**src/rtl/daa_pkg.sv**
```systemverilog
package daa_pkg;
    typedef enum logic [1:0] {
        BUS_START = 2'd0,
        BUS_SEND  = 2'd1,
        BUS_RECV  = 2'd2,
        BUS_STOP  = 2'd3
    } bus_op_e;

    typedef enum logic [3:0] {
        S_IDLE, S_OPEN, S_CCC, S_DEV_START, S_READ,
        S_ADDR, S_LOG, S_RX2, S_STOP, S_RESP
    } seq_state_e;

    localparam logic [6:0] BCAST_ADDR      = 7'h7E;
    localparam logic [2:0] ATTR_ASSIGN     = 3'd3;
    localparam logic [3:0] ERR_NONE        = 4'd0;
    localparam logic [3:0] ERR_BCAST_NACK  = 4'd4;
    localparam logic [3:0] ERR_ASSIGN_NACK = 4'd5;
    localparam int         ID_BYTES        = 8;

    typedef struct packed {
        logic       rsv31;
        logic       term;
        logic [2:0] rsv27;
        logic       resp_req;
        logic [4:0] count;
        logic [4:0] first;
        logic       rsv15;
        logic [7:0] ccc;
        logic [3:0] tid;
        logic [2:0] attr;
    } assign_cmd_t;
endpackage

```
**src/rtl/daa_addr_table.sv**
```systemverilog
module daa_addr_table #(
    parameter int NUM      = 6,
    parameter int WR_IDX_W = 3,
    parameter int RD_IDX_W = 6,
    parameter int AW       = 7
) (
    input  logic                clk,
    input  logic                rst_n,
    input  logic                wr_en,
    input  logic [WR_IDX_W-1:0] wr_idx,
    input  logic [AW-1:0]       wr_addr,
    input  logic [RD_IDX_W-1:0] rd_idx,
    output logic [AW-1:0]       rd_addr
);
    logic [NUM*AW-1:0] flat;

    for (genvar g = 0; g < NUM; g++) begin : g_entry
        logic [AW-1:0] q;
        always_ff @(posedge clk or negedge rst_n) begin
            if (!rst_n)
                q <= '0;
            else if (wr_en && wr_idx == WR_IDX_W'(g))
                q <= wr_addr;
        end
        assign flat[g*AW +: AW] = q;
    end

    // Indices outside the table fall through to address 0.
    always_comb begin
        rd_addr = '0;
        for (int i = 0; i < NUM; i++)
            if (rd_idx == RD_IDX_W'(i))
                rd_addr = flat[i*AW +: AW];
    end
endmodule

```
**src/rtl/daa_index_ptr.sv**
```systemverilog
module daa_index_ptr #(
    parameter int PW = 8
) (
    input  logic          clk,
    input  logic          rst_n,
    input  logic [PW-1:0] depth,
    input  logic          advance,
    output logic [PW-1:0] ptr
);
    logic [PW-1:0] limit;
    logic [PW-1:0] nxt;

    assign limit = depth >> 2;
    assign nxt   = ptr + PW'(1);

    always_ff @(posedge clk or negedge rst_n) begin
        if (!rst_n)
            ptr <= '0;
        else if (advance)
            ptr <= (nxt >= limit) ? '0 : nxt;
    end

    // each advance steps by one or wraps to zero
    p_ptr_step_r8: assert property (@(posedge clk) disable iff (!rst_n)
        advance |=> (ptr == '0) || (ptr == $past(ptr) + PW'(1)));
endmodule

```
**src/rtl/daa_id_capture.sv**
```systemverilog
module daa_id_capture #(
    parameter int NBYTES = 8
) (
    input  logic                  clk,
    input  logic                  rst_n,
    input  logic                  clear,
    input  logic                  shift,
    input  logic [7:0]            byte_in,
    output logic [NBYTES*8-1:0]   id
);
    localparam int W = NBYTES * 8;

    // Bytes arrive most significant first, so shift toward the top.
    always_ff @(posedge clk or negedge rst_n) begin
        if (!rst_n)
            id <= '0;
        else if (clear)
            id <= '0;
        else if (shift)
            id <= {id[W-9:0], byte_in};
    end
endmodule

```
**src/rtl/daa_sequencer.sv**
```systemverilog
module daa_sequencer
    import daa_pkg::*;
#(
    parameter int NUM_DEV   = 6,
    parameter int TBL_IDX_W = $clog2(NUM_DEV),
    parameter int CMD_IDX_W = 5,
    parameter int SLOT_W    = CMD_IDX_W + 1,
    parameter int DEPTH_W   = 8,
    parameter int AW        = 7
) (
    input  logic                 clk,
    input  logic                 rst_n,
    input  logic                 cap_assign,
    input  logic                 cmd_valid,
    output logic                 cmd_ready,
    input  logic [31:0]          cmd_word,
    output logic                 busy,
    input  logic                 dat_we,
    input  logic [TBL_IDX_W-1:0] dat_idx,
    input  logic [AW-1:0]        dat_addr,
    input  logic [DEPTH_W-1:0]   tbl_depth,
    output logic [DEPTH_W-1:0]   cur_index,
    output logic                 bus_req,
    output logic [1:0]           bus_op,
    output logic [AW-1:0]        bus_addr,
    output logic                 bus_rnw,
    output logic [7:0]           bus_wdata,
    input  logic                 bus_done,
    input  logic                 bus_nack,
    input  logic [7:0]           bus_rdata,
    output logic                 dct_we,
    output logic [SLOT_W-1:0]    dct_slot,
    output logic [31:0]          dct_word0,
    output logic [31:0]          dct_word1,
    output logic [31:0]          dct_word2,
    output logic [31:0]          dct_word3,
    output logic                 rx_push,
    output logic [31:0]          rx_data,
    output logic                 resp_push,
    output logic [31:0]          resp_data
);
    localparam int ID_W  = ID_BYTES * 8;
    localparam int BCW   = $clog2(ID_BYTES);

    seq_state_e      state, state_nx;
    assign_cmd_t     cmd_in, cmd_q;
    logic [3:0]      err_q;
    logic [4:0]      done_cnt;
    logic [BCW-1:0]  byte_cnt;
    logic [ID_W-1:0] id;
    logic [AW-1:0]   dyn_addr;
    logic [SLOT_W-1:0] cur_slot;
    logic            start_ok;
    logic            last_dev;
    seq_state_e      fin_st;
    logic            ack, nack;

    logic [47:0]     pid;
    logic [7:0]      bcr, dcr;

    assign cmd_in   = assign_cmd_t'(cmd_word);
    assign busy     = (state != S_IDLE);
    assign cmd_ready = !busy;
    assign start_ok = cmd_valid && cmd_ready && cap_assign && (cmd_in.attr == ATTR_ASSIGN);
    assign cur_slot = SLOT_W'(cmd_q.first) + SLOT_W'(done_cnt);
    assign last_dev = (done_cnt + 5'd1 == cmd_q.count);
    assign fin_st   = cmd_q.term ? S_STOP : (cmd_q.resp_req ? S_RESP : S_IDLE);
    assign ack      = bus_done && !bus_nack;
    assign nack     = bus_done && bus_nack;

    assign pid = id[ID_W-1:16];
    assign bcr = id[15:8];
    assign dcr = id[7:0];

    daa_addr_table #(
        .NUM(NUM_DEV), .WR_IDX_W(TBL_IDX_W), .RD_IDX_W(SLOT_W), .AW(AW)
    ) u_table (
        .clk(clk), .rst_n(rst_n), .wr_en(dat_we), .wr_idx(dat_idx),
        .wr_addr(dat_addr), .rd_idx(cur_slot), .rd_addr(dyn_addr)
    );

    daa_index_ptr #(.PW(DEPTH_W)) u_ptr (
        .clk(clk), .rst_n(rst_n), .depth(tbl_depth),
        .advance(state == S_LOG), .ptr(cur_index)
    );

    daa_id_capture #(.NBYTES(ID_BYTES)) u_cap (
        .clk(clk), .rst_n(rst_n),
        .clear(state == S_DEV_START && bus_done),
        .shift(state == S_READ && ack),
        .byte_in(bus_rdata), .id(id)
    );

    // Next-state logic
    always_comb begin
        state_nx = state;
        unique case (state)
            S_IDLE:      if (start_ok) state_nx = S_OPEN;
            S_OPEN:      if (nack) state_nx = fin_st;
                         else if (ack) state_nx = S_CCC;
            S_CCC:       if (nack) state_nx = fin_st;
                         else if (ack) state_nx = (cmd_q.count == '0) ? fin_st : S_DEV_START;
            S_DEV_START: if (nack) state_nx = fin_st;
                         else if (ack) state_nx = S_READ;
            S_READ:      if (nack) state_nx = fin_st;
                         else if (ack && byte_cnt == BCW'(ID_BYTES - 1)) state_nx = S_ADDR;
            S_ADDR:      if (nack) state_nx = fin_st;
                         else if (ack) state_nx = S_LOG;
            S_LOG:       state_nx = S_RX2;
            S_RX2:       state_nx = last_dev ? fin_st : S_DEV_START;
            S_STOP:      if (bus_done) state_nx = cmd_q.resp_req ? S_RESP : S_IDLE;
            S_RESP:      state_nx = S_IDLE;
            default:     state_nx = S_IDLE;
        endcase
    end

    // State register
    always_ff @(posedge clk or negedge rst_n) begin
        if (!rst_n) state <= S_IDLE;
        else        state <= state_nx;
    end

    // Command context, error code and counters
    always_ff @(posedge clk or negedge rst_n) begin
        if (!rst_n) begin
            cmd_q    <= '0;
            err_q    <= ERR_NONE;
            done_cnt <= '0;
            byte_cnt <= '0;
        end else begin
            if (state == S_IDLE && start_ok) begin
                cmd_q    <= cmd_in;
                err_q    <= ERR_NONE;
                done_cnt <= '0;
            end
            if (nack) begin
                if (state == S_OPEN || state == S_CCC || state == S_DEV_START)
                    err_q <= ERR_BCAST_NACK;
                else if (state == S_READ || state == S_ADDR)
                    err_q <= ERR_ASSIGN_NACK;
            end
            if (state == S_DEV_START)
                byte_cnt <= '0;
            else if (state == S_READ && ack)
                byte_cnt <= byte_cnt + BCW'(1);
            if (state == S_RX2)
                done_cnt <= done_cnt + 5'd1;
        end
    end

    // Outputs
    always_comb begin
        bus_req   = 1'b0;
        bus_op    = BUS_START;
        bus_addr  = BCAST_ADDR;
        bus_rnw   = 1'b0;
        bus_wdata = 8'h00;
        dct_we    = 1'b0;
        rx_push   = 1'b0;
        rx_data   = {bcr, dcr, pid[47:32]};
        resp_push = 1'b0;
        unique case (state)
            S_OPEN, S_DEV_START: bus_req = 1'b1;
            S_CCC: begin
                bus_req   = 1'b1;
                bus_op    = BUS_SEND;
                bus_wdata = cmd_q.ccc;
            end
            S_READ: begin
                bus_req = 1'b1;
                bus_op  = BUS_RECV;
            end
            S_ADDR: begin
                bus_req   = 1'b1;
                bus_op    = BUS_SEND;
                bus_wdata = {dyn_addr, ~^dyn_addr};
            end
            S_LOG: begin
                dct_we  = 1'b1;
                rx_push = 1'b1;
                rx_data = pid[31:0];
            end
            S_RX2: begin
                rx_push = 1'b1;
                rx_data = {dcr, bcr, pid[47:32]};
            end
            S_STOP: begin
                bus_req = 1'b1;
                bus_op  = BUS_STOP;
            end
            S_RESP:  resp_push = 1'b1;
            default: ;
        endcase
    end

    assign dct_slot  = cur_slot;
    assign dct_word0 = pid[31:0];
    assign dct_word1 = {16'h0000, pid[47:32]};
    assign dct_word2 = {16'h0000, bcr, dcr};
    assign dct_word3 = {{(32-AW){1'b0}}, dyn_addr};
    assign resp_data = {err_q, cmd_q.tid, 8'h00, 16'(cmd_q.count - done_cnt)};

    // a pending bus action holds its operation until done
    p_req_hold_r3: assert property (@(posedge clk) disable iff (!rst_n)
        bus_req && !bus_done |=> bus_req && $stable(bus_op) && $stable(bus_wdata));
    // a table write is followed by the second identity word
    p_rx_pair_r7: assert property (@(posedge clk) disable iff (!rst_n)
        dct_we |=> rx_push && !dct_we);
    // the response is the last cycle of a command
    p_resp_last_r10: assert property (@(posedge clk) disable iff (!rst_n)
        resp_push |=> !busy);
    // nothing is driven while no command runs
    p_quiet_idle_r2: assert property (@(posedge clk) disable iff (!rst_n)
        !busy |-> !bus_req && !resp_push && !rx_push && !dct_we);
    // an accepted command makes the block busy next cycle
    p_accept_busy_r1: assert property (@(posedge clk) disable iff (!rst_n)
        start_ok |=> busy);
endmodule

```
**config.mk**
```make
export PLATFORM = sky130hd
export DESIGN_NAME = daa_sequencer
export DESIGN_NICKNAME = d
export VERILOG_FILES = /design/src/rtl/daa_pkg.sv /design/src/rtl/daa_addr_table.sv /design/src/rtl/daa_index_ptr.sv /design/src/rtl/daa_id_capture.sv /design/src/rtl/daa_sequencer.sv
export SDC_FILE = /design/constraint.sdc
export NUM_CORES = 1
export LEC_CHECK = 0
export BUFFER_PORTS_ARGS = -buffer_cell sky130_fd_sc_hd__buf_2
export CORE_AREA = 2 2 135 137
export DETAILED_ROUTE_END_ITERATION = 16
export DIE_AREA = 0 0 137 139
export GPL_ROUTABILITY_DRIVEN = 0
export PLACE_DENSITY = 0.77
export SETUP_SLACK_MARGIN = 0.02
export SLEW_MARGIN = 30
export SYNTH_ARGS = -nofsm -noshare
export SYNTH_HDL_FRONTEND = slang
export SYNTH_SLANG_ARGS = --single-unit
```
**constraint.sdc**
```tcl
create_clock -name clk -period 5.15 [get_ports clk]
set_input_delay 1.545 -clock clk [delete_from_list [all_inputs] [get_ports clk]]
set_output_delay 1.545 -clock clk [all_outputs]
set_load 0.02 [all_outputs]
```
==> metrics.md, run 1 <==
| Metric | Value |
|---|---|
| Outcome | `finished clean` |
| Max-slew headroom | `44.5%` |
| Syn. warnings | `0` |
| Final core occ | `about three fifths` |
| Total Power | `7.33 mW` |
| Fin nets | `1238` |
| CTS clk-pin slew, worst paths | `0.07 ns` |
| CTS Buf Count | `17` |
| DRT Pass-1 Iters | `6` |
| Routed len/inst | `~16 um` |
| Die X | `137 um` |
| Hold Crit Depth | `1` |
| Buf/Inv on CP | `3` |
| Data required, critical path | `3.61 ns` |
| Reg area | `between 0.003 and 0.004 mm2` |
| Starting Density | `50.8%` |
| # hold bufs at CTS | `0` |
| Final Hold Vio Count | `0` |
| Final Critical Period | `5.08 ns` |
| CP Depth | `12` |
| CP top delay family | `compound AO/OA/AOI/OAI gates` |
| Vias in the first global route | `between 6000 and 7000` |
| Lkg Pwr | `5.51 nW` |
| Port bufs | `214` |
| Final setup vio count | `0` |
| CP peak stage delay | `between 0.5 and 0.6 ns` |
| #FFs+latches synth | `around 150` |
| Detailed router's first-iteration violation count | `about 640` |
| Area of the multi-input gates | `0.00448 mm2` |
| Post-Route WL | `22.8 mm` |
| Post-Layout Inst Area | `0.0105 mm2` |
| Startpoint types | `register` |
| Maximum vdd drop | `around 0.0008 V` |
| Synthesis-to-finish area growth | `17.2%` |
| Clock Path Buffers | `2` |
| Asr flop ratio synth | `100%` |
| Max Cap Violations | `0` |
| Cell Rows | `49` |
| Root Driver | `clkbuf_16` |
| All-Layer GR Usage | `23.6%` |
| H-tree Lvls | `4` |
| Final worst setup slack | `0.0722 ns` |
| Post-synth EDFFs | `0` |
| First-pass GRT wire length | `35.6 mm` |
| Critical path's slowest cell | `fa_2` |
| Initial antenna violation count | `1` |
| Share of layout cells above drive strength 1 | `between 30 and 40%` |
| Final HPWL DP | `15.6 mm` |
| WS Path Type | `register to output port` |
| Primary FF master, synth | `dfrtp_1` |
| Worst Path Arrival | `3.53 ns` |
| Remaining global-route overflow | `0` |
| Crit end category | `output port` |
| Cell count after synthesis | `973` |
| IO Pins | `slightly below 300` |
| Worst slew pin tran | `around 0.83 ns` |
| Average size of a mapped cell | `9.21 um2` |
| Residual DRC | `0` |
| Period utilisation layout | `98.6%` |
| Via count | `around 7400` |
| PwrDens | `698 mW/mm2` |
| Min-Delay Path Class | `register to register` |
| Core box area | `0.0177 mm2` |
| CTS tree | `built` |
| Die Ht | `139 um` |
| Post-synthesis sequential area ratio | `43.0%` |
| Sink Count | `154` |
| Worst skew pair latency | `0.42 ns` |
| FF-to-FF path depth | `7` |
| Worst Clk Skew | `0.0118 ns` |
| F_max | `197 MHz` |
| Max FO, Critical Path | `11` |
| Layout filler cell count | `1529` |
| Antenna-violating nets left | `0` |
| Synth Cell Area | `0.00896 mm2` |
| Largest net degree at the start of global routing | `102` |
| Dpl ws | `0.382 ns` |
| Fin. max-slew vios | `0` |
| Drt via density | `5.32` |
| Unique masters post-synth | `58` |
| Full die area | `0.0190 mm2` |
| Area after DPL | `around 0.0098 mm2` |
| Critical-path cell list | `ha_1 > fa_2 > buf_2 > buf_4 > nor2_1 > o31ai_4 > a211o_1 > a211oi_2 > xnor2_1 > xnor2_1 > a32o_1 > buf_2` |
path summary, 6_finish.rpt:
check | slack, ns | endpoint | startpoint
setup reg to reg | 2.30 | u_cap.id[38] | state[0]
setup / recovery | 0.07 | bus_wdata[0] | done_cnt[0]
hold reg to reg | 0.47 | err_q[2] | err_q[2]
min in group asynchronous | 1.22 | u_table.g_entry[1].q[6] | rst_n
max in group asynchronous | 3.10 | u_ptr.ptr[2] | rst_n
hold / removal | 0.47 | err_q[2] | err_q[2]
layer usage:
layer	track usage [%]	wire [um]	vias to the layer above
li1	-	-	3496
met1	33.8	10200	3540
met2	35.7	10600	330
met3	3.98	1400	45
met4	9.12	604	0
met5	0	0	-
Yosys cell counts (4+ instances only):
cell type  instances  share of area [%]
xnor2_1           10               0.98
inv_1             20               0.84
nor2_1            28                1.2
nor3_1            10               0.56
mux2_2            69                8.7
xor2_1            10               0.98
o21ai_0           41                2.3
nor2b_1           15                1.0
clkbuf_1          40                1.7
ha_1              20                2.8
or2_2              7               0.49
dfrtp_1          154                 43
buf_4             89                7.5
and2_1             8               0.56
a21o_1            13                1.1
nand3_1           36                2.0
buf_2              4               0.22
nand2_1          230                9.6
o31ai_1            7               0.59
mux4_2             5                1.3
buf_1              7               0.29
nor3b_1            7               0.59
a21oi_1           56                3.1
a22oi_1            7               0.59
nand2b_1           8               0.56
mux2i_1           25                2.8
what timing repair did:
item	CTS	global route
endpoints found under the hold margin	0	0
cloned	0	0
setup buffers	0	4
pin swaps	0	1
resized for setup	1	10
setup endpoints to repair	1	1
power by group:
part | total, mW | internal [mW] | switching [mW] | leakage, nW
clock | 1.23 | 0.690 | 0.537 | 0.270
combinational | 4.12 | 1.62 | 2.49 | 3.23
sequential | 1.99 | 1.56 | 0.430 | 2.00
cell type report:
class	instances	share of cell area, %
Multi-Input combinational cell	726	42.6
Sequential cell	154	36.7
Timing Repair Buffer	230	11.7
Clock buffer	19	4.22
Tap cell	229	2.73
Clock inverter	13	1.23
Inverter	22	0.786
Antenna cell	1	0.0238
state kept, by name (all words and copies together), names as in the netlist, 4 cells and up:
name / flops
u_ptr.ptr: 8
resp_data: 4
u_table.g_entry.q: 42
u_cap.id: 64
state: 4
err_q: 4
done_cnt: 5
cmd_q: 20
cells in the final DEF, fill, tap and decap left out, drive strengths merged, types with 10 or more instances in the layout:
cell type  count
a21o          13
a21oi         57
buf          229
clkbuf        20
conb          73
dfrtp        154
ha            20
inv           28
mux2          69
mux2i         25
nand2        231
nand3         36
nor2          28
nor2b         15
nor3          10
o21ai         41
xnor2         10
xor2          10
logic make-up after synthesis:
kind of cell,after synthesis,share of synthesized area [%]
simple gates,362,17.8
fa+ha+maj,22,3.24
compound gates,150,10.4
xor+xnor,20,1.95
other cells,2,0.0838
buf+inv,164,10.8
mux,99,12.7
flops,154,43.0
per-stage QoR:
step           hold slack (ns)  std cells  TNS [ns]
2_1_floorplan            0.474       1044         0
3_3_place_gp             0.457       1357         0
3_5_place_dp             0.462       1357         0
4_1_cts                  0.476       1389         0
5_1_grt                  0.485       1394   -0.0139
6_report                 0.471       1394         0
worst reg2reg max path: stages (launching register included):
cell,delay [ns]
dfrtp_1,0.52
buf_4,0.32
or2_2,0.39
nor3_1,0.42
and2_2,0.48
buf_4,0.40
nand2_1,0.10
a21oi_1,0.14
Power figures use the tool's default switching activity.
==> run 2: changes to the inputs <==
CORE_AREA = 2 2 136 138   (was 2 2 135 137)
DIE_AREA = 0 0 138 140   (was 0 0 137 139)
SYNTH_HIERARCHICAL = 1   (was unset)
==> metrics.md, run 2 <==
| Metric | Value |
|---|---|
| Max FO, Critical Path | `6` |
| Average size of a mapped cell | `10.8 um2` |
| IO Pins | `295` |
| Die X | `roughly 140 um` |
| CTS Buf Count | `17` |
| ANT cells | `0` |
| Root Driver | `clkbuf_16` |
| Cell Rows | `49` |
| Largest register FFs | `64` |
| Most common cell after layout, fill and taps aside | `buf_2` |
| Routed len/inst | `16.3 um` |
| Fin nets | `~1100` |
| Reg area | `0.00386 mm2` |
| Final Hold Vio Count | `0` |
| CTS clk-pin slew, worst paths | `0.06 ns` |
| Fin. max-slew vios | `0` |
| Min-Delay Path Class | `register to register` |
| Unique masters post-synth | `74` |
| Remaining global-route overflow | `0` |
| Vias in the first global route | `6372` |
| GRT met1 Usage | `roughly a quarter` |
| Hold WS | `0.474 ns` |
| Layout filler cell count | `1515` |
| Clock Path Buffers | `2` |
| Max-slew headroom | `between 40% and 50%` |
| Primary FF master, synth | `dfrtp_1` |
| Post-Route WL | `roughly 21 mm` |
| Post-synth top area share | `42.2%` |
| PwrDens | `669 mW/mm2` |
| Placed insts | `between 1000 and 1500` |
| Final setup vio count | `0` |
| Final TNS setup | `0 ns` |
| Crit end category | `output port` |
| DRT Pass-1 Iters | `4` |
| RSZ-0062 raised after global routing | `yes` |
| Worst hold start | `err_q[2]` |
| Die Ht | `between 100 and 150 um` |
| Detailed router's first-iteration violation count | `312` |
| Outcome | `finished clean` |
| Starting Density | `between 50% and 60%` |
| Most frequent cell after synthesis | `dfrtp_1` |
| Busiest metal layer after global routing | `met2` |
| Data required, critical path | `3.61 ns` |
| Most flop-heavy register | `u_cap/id` |
| WS Path Type | `register to output port` |
| Top cells by area, synth | `dfrtp_1 (42%), mux2_2 (11%), mux2i_1 (8.1%), buf_4 (7.5%), nor2_1 (3.8%)` |
| FF-to-FF path depth | `7` |
| Synthesis-to-finish area growth | `17.3%` |
| Post-synth EDFFs | `0` |
| # hold bufs at CTS | `0` |
| CTS tree | `built` |
| Largest regs | `u_cap/id: 64 flops, u_table/g_entry.q: 42 flops, cmd_q: 20 flops` |
| #FFs+latches synth | `roughly 150` |
| Core box area | `approximately 0.018 mm2` |
| Sink Count | `154` |
| GR Layer Usage met3 | `4.51%` |
| Syn. warnings | `6` |
| Worst setup path startpoint | `cmd_q[16]` |
| Synth Cell Area | `0.00912 mm2` |
| Synth area leader | `dfrtp_1` |
| Worst Clk Skew | `0.0134 ns` |
| Startpoint types | `register` |
| Most frequent cells in the layout | `buf_2 (212), dfrtp_1 (152), nor2_1 (93)` |
| M2 GR Usage | `36.9%` |
| F_max | `200 MHz` |
| Worst slew pin tran | `0.832 ns` |
| Fin cells | `about 1300` |
| Max Cap Violations | `0` |
| Period utilisation layout | `between 90% and 100%` |
| Worst skew pair latency | `0.41 ns` |
| Antenna-violating nets left | `0` |
| Port bufs | `214` |
| R2r startpoint | `state[0]` |
| First-pass GRT wire length | `33.6 mm` |
| Worst Path Arrival | `3.44 ns` |
| Full die area | `~0.019 mm2` |
| Cell count after synthesis | `around 840` |
| Hold Crit Depth | `1` |
| Share of layout cells above drive strength 1 | `36.9%` |
| Initial antenna violation count | `1` |
| Total Power | `7.16 mW` |
| Area of the multi-input gates | `0.00455 mm2` |
| Residual DRC | `0` |
| Final worst setup slack | `0.161 ns` |
| Asr flop ratio synth | `100%` |
| All-Layer GR Usage | `21.2%` |
| Top cell types by occurrence after synthesis | `dfrtp_1 (154), nor2_1 (93), buf_4 (91), mux2_2 (89), mux2i_1 (74)` |
| Final HPWL DP | `around 15 mm` |
| Lkg Pwr | `5.45 nW` |
| Via count | `6772` |
| Maximum vdd drop | `0.000489 V` |
| Post-synthesis sequential area ratio | `42.2%` |
| Drt via density | `5.29` |
| Dpl ws | `about 0.24 ns` |
| Largest net degree at the start of global routing | `84` |
| Final Critical Period | `~5 ns` |
| H-tree Lvls | `4` |
[run 2: cell count changes after synthesis, moves of 20 or more]
cell	previous run	this run
o21ai_0	41	18
nor2_1	28	93
mux2i_1	25	74
nand3_1	36	13
nand2_1	230	17
a21oi_1	56	6
mux2_2	69	89
clkbuf_1	40	13
[run 2: layer usage]
metal	vias to the layer above	part of all wire [%]
li1	3211	-
met1	3314	42
met2	216	52
met3	29	4.6
met4	2	1.8
met5	-	0.062
[run 2: cell type report]
cell class,count,share of cell area (%)
inverter,29,1.03
timing repair buffer,240,12.3
clock buffer,20,4.17
sequential,154,36.0
clock inverter,12,1.27
tap,229,2.68
multi-input combinational,597,42.5
[run 2: timing repair]
| action | 4_1_cts | 5_1_grt |
|---|---|---|
| pin swaps | 5 | 11 |
| gates resized for setup | 2 | 11 |
| setup buffers | 6 | 3 |
| endpoints found under the setup margin | 1 | 1 |
[run 2: power by group]
part | total [mW] | internal (mW) | switching (mW)
clock | 1.23 | 0.733 | 0.499
combinational | 4.08 | 1.69 | 2.39
sequential | 1.84 | 1.52 | 0.319
total | 7.16 | 3.95 | 3.21
[run 2: cells by family (layout without fill, tap and decap cells)]
| logic type | after synthesis | after routing | synth area share [%] |
|---|---|---|---|
| compound gates | 95 | 95 | 7.72 |
| xor+xnor | 24 | 24 | 2.62 |
| fa+ha+maj | 22 | 22 | 3.18 |
| buf+inv | 161 | 301 | 11.6 |
| flops | 154 | 154 | 42.2 |
| mux | 164 | 164 | 19.4 |
| other cells | 2 | 73 | 0.0823 |
| simple gates | 219 | 219 | 13.2 |
[run 2: per-stage QoR]
step	area (um2)	util [%]
after floorplan	9390	-
after global placement	9990	56.2
after detailed placement	10000	56.3
after CTS	10600	59.9
after global routing	10700	60.2
final	10700	60.2
[run 2: worst paths after layout]
check,slack [ns],to
max,0.16,bus_wdata[0]
min,0.47,err_q[2]
max reg2reg,2.33,u_cap/id[35]
min reg2reg,0.47,err_q[2]
max in group asynchronous,3.09,u_table/g_entry[5].q[1]
min in group asynchronous,1.18,u_ptr/ptr[1]
[run 2: worst max-delay path: stages (launching register included)]
cell	delay (ns)
dfrtp_1	0.38
ha_4	0.15
inv_2	0.04
fa_2	0.38
inv_2	0.05
a21o_1	0.11
a21oi_2	0.07
xnor2_2	0.14
nor3_2	0.23
nand2b_1	0.22
o211ai_1	0.36
xor2_1	0.22
xnor2_1	0.15
xnor2_1	0.15
a22oi_1	0.09
nor2_1	0.14
buf_4	0.15
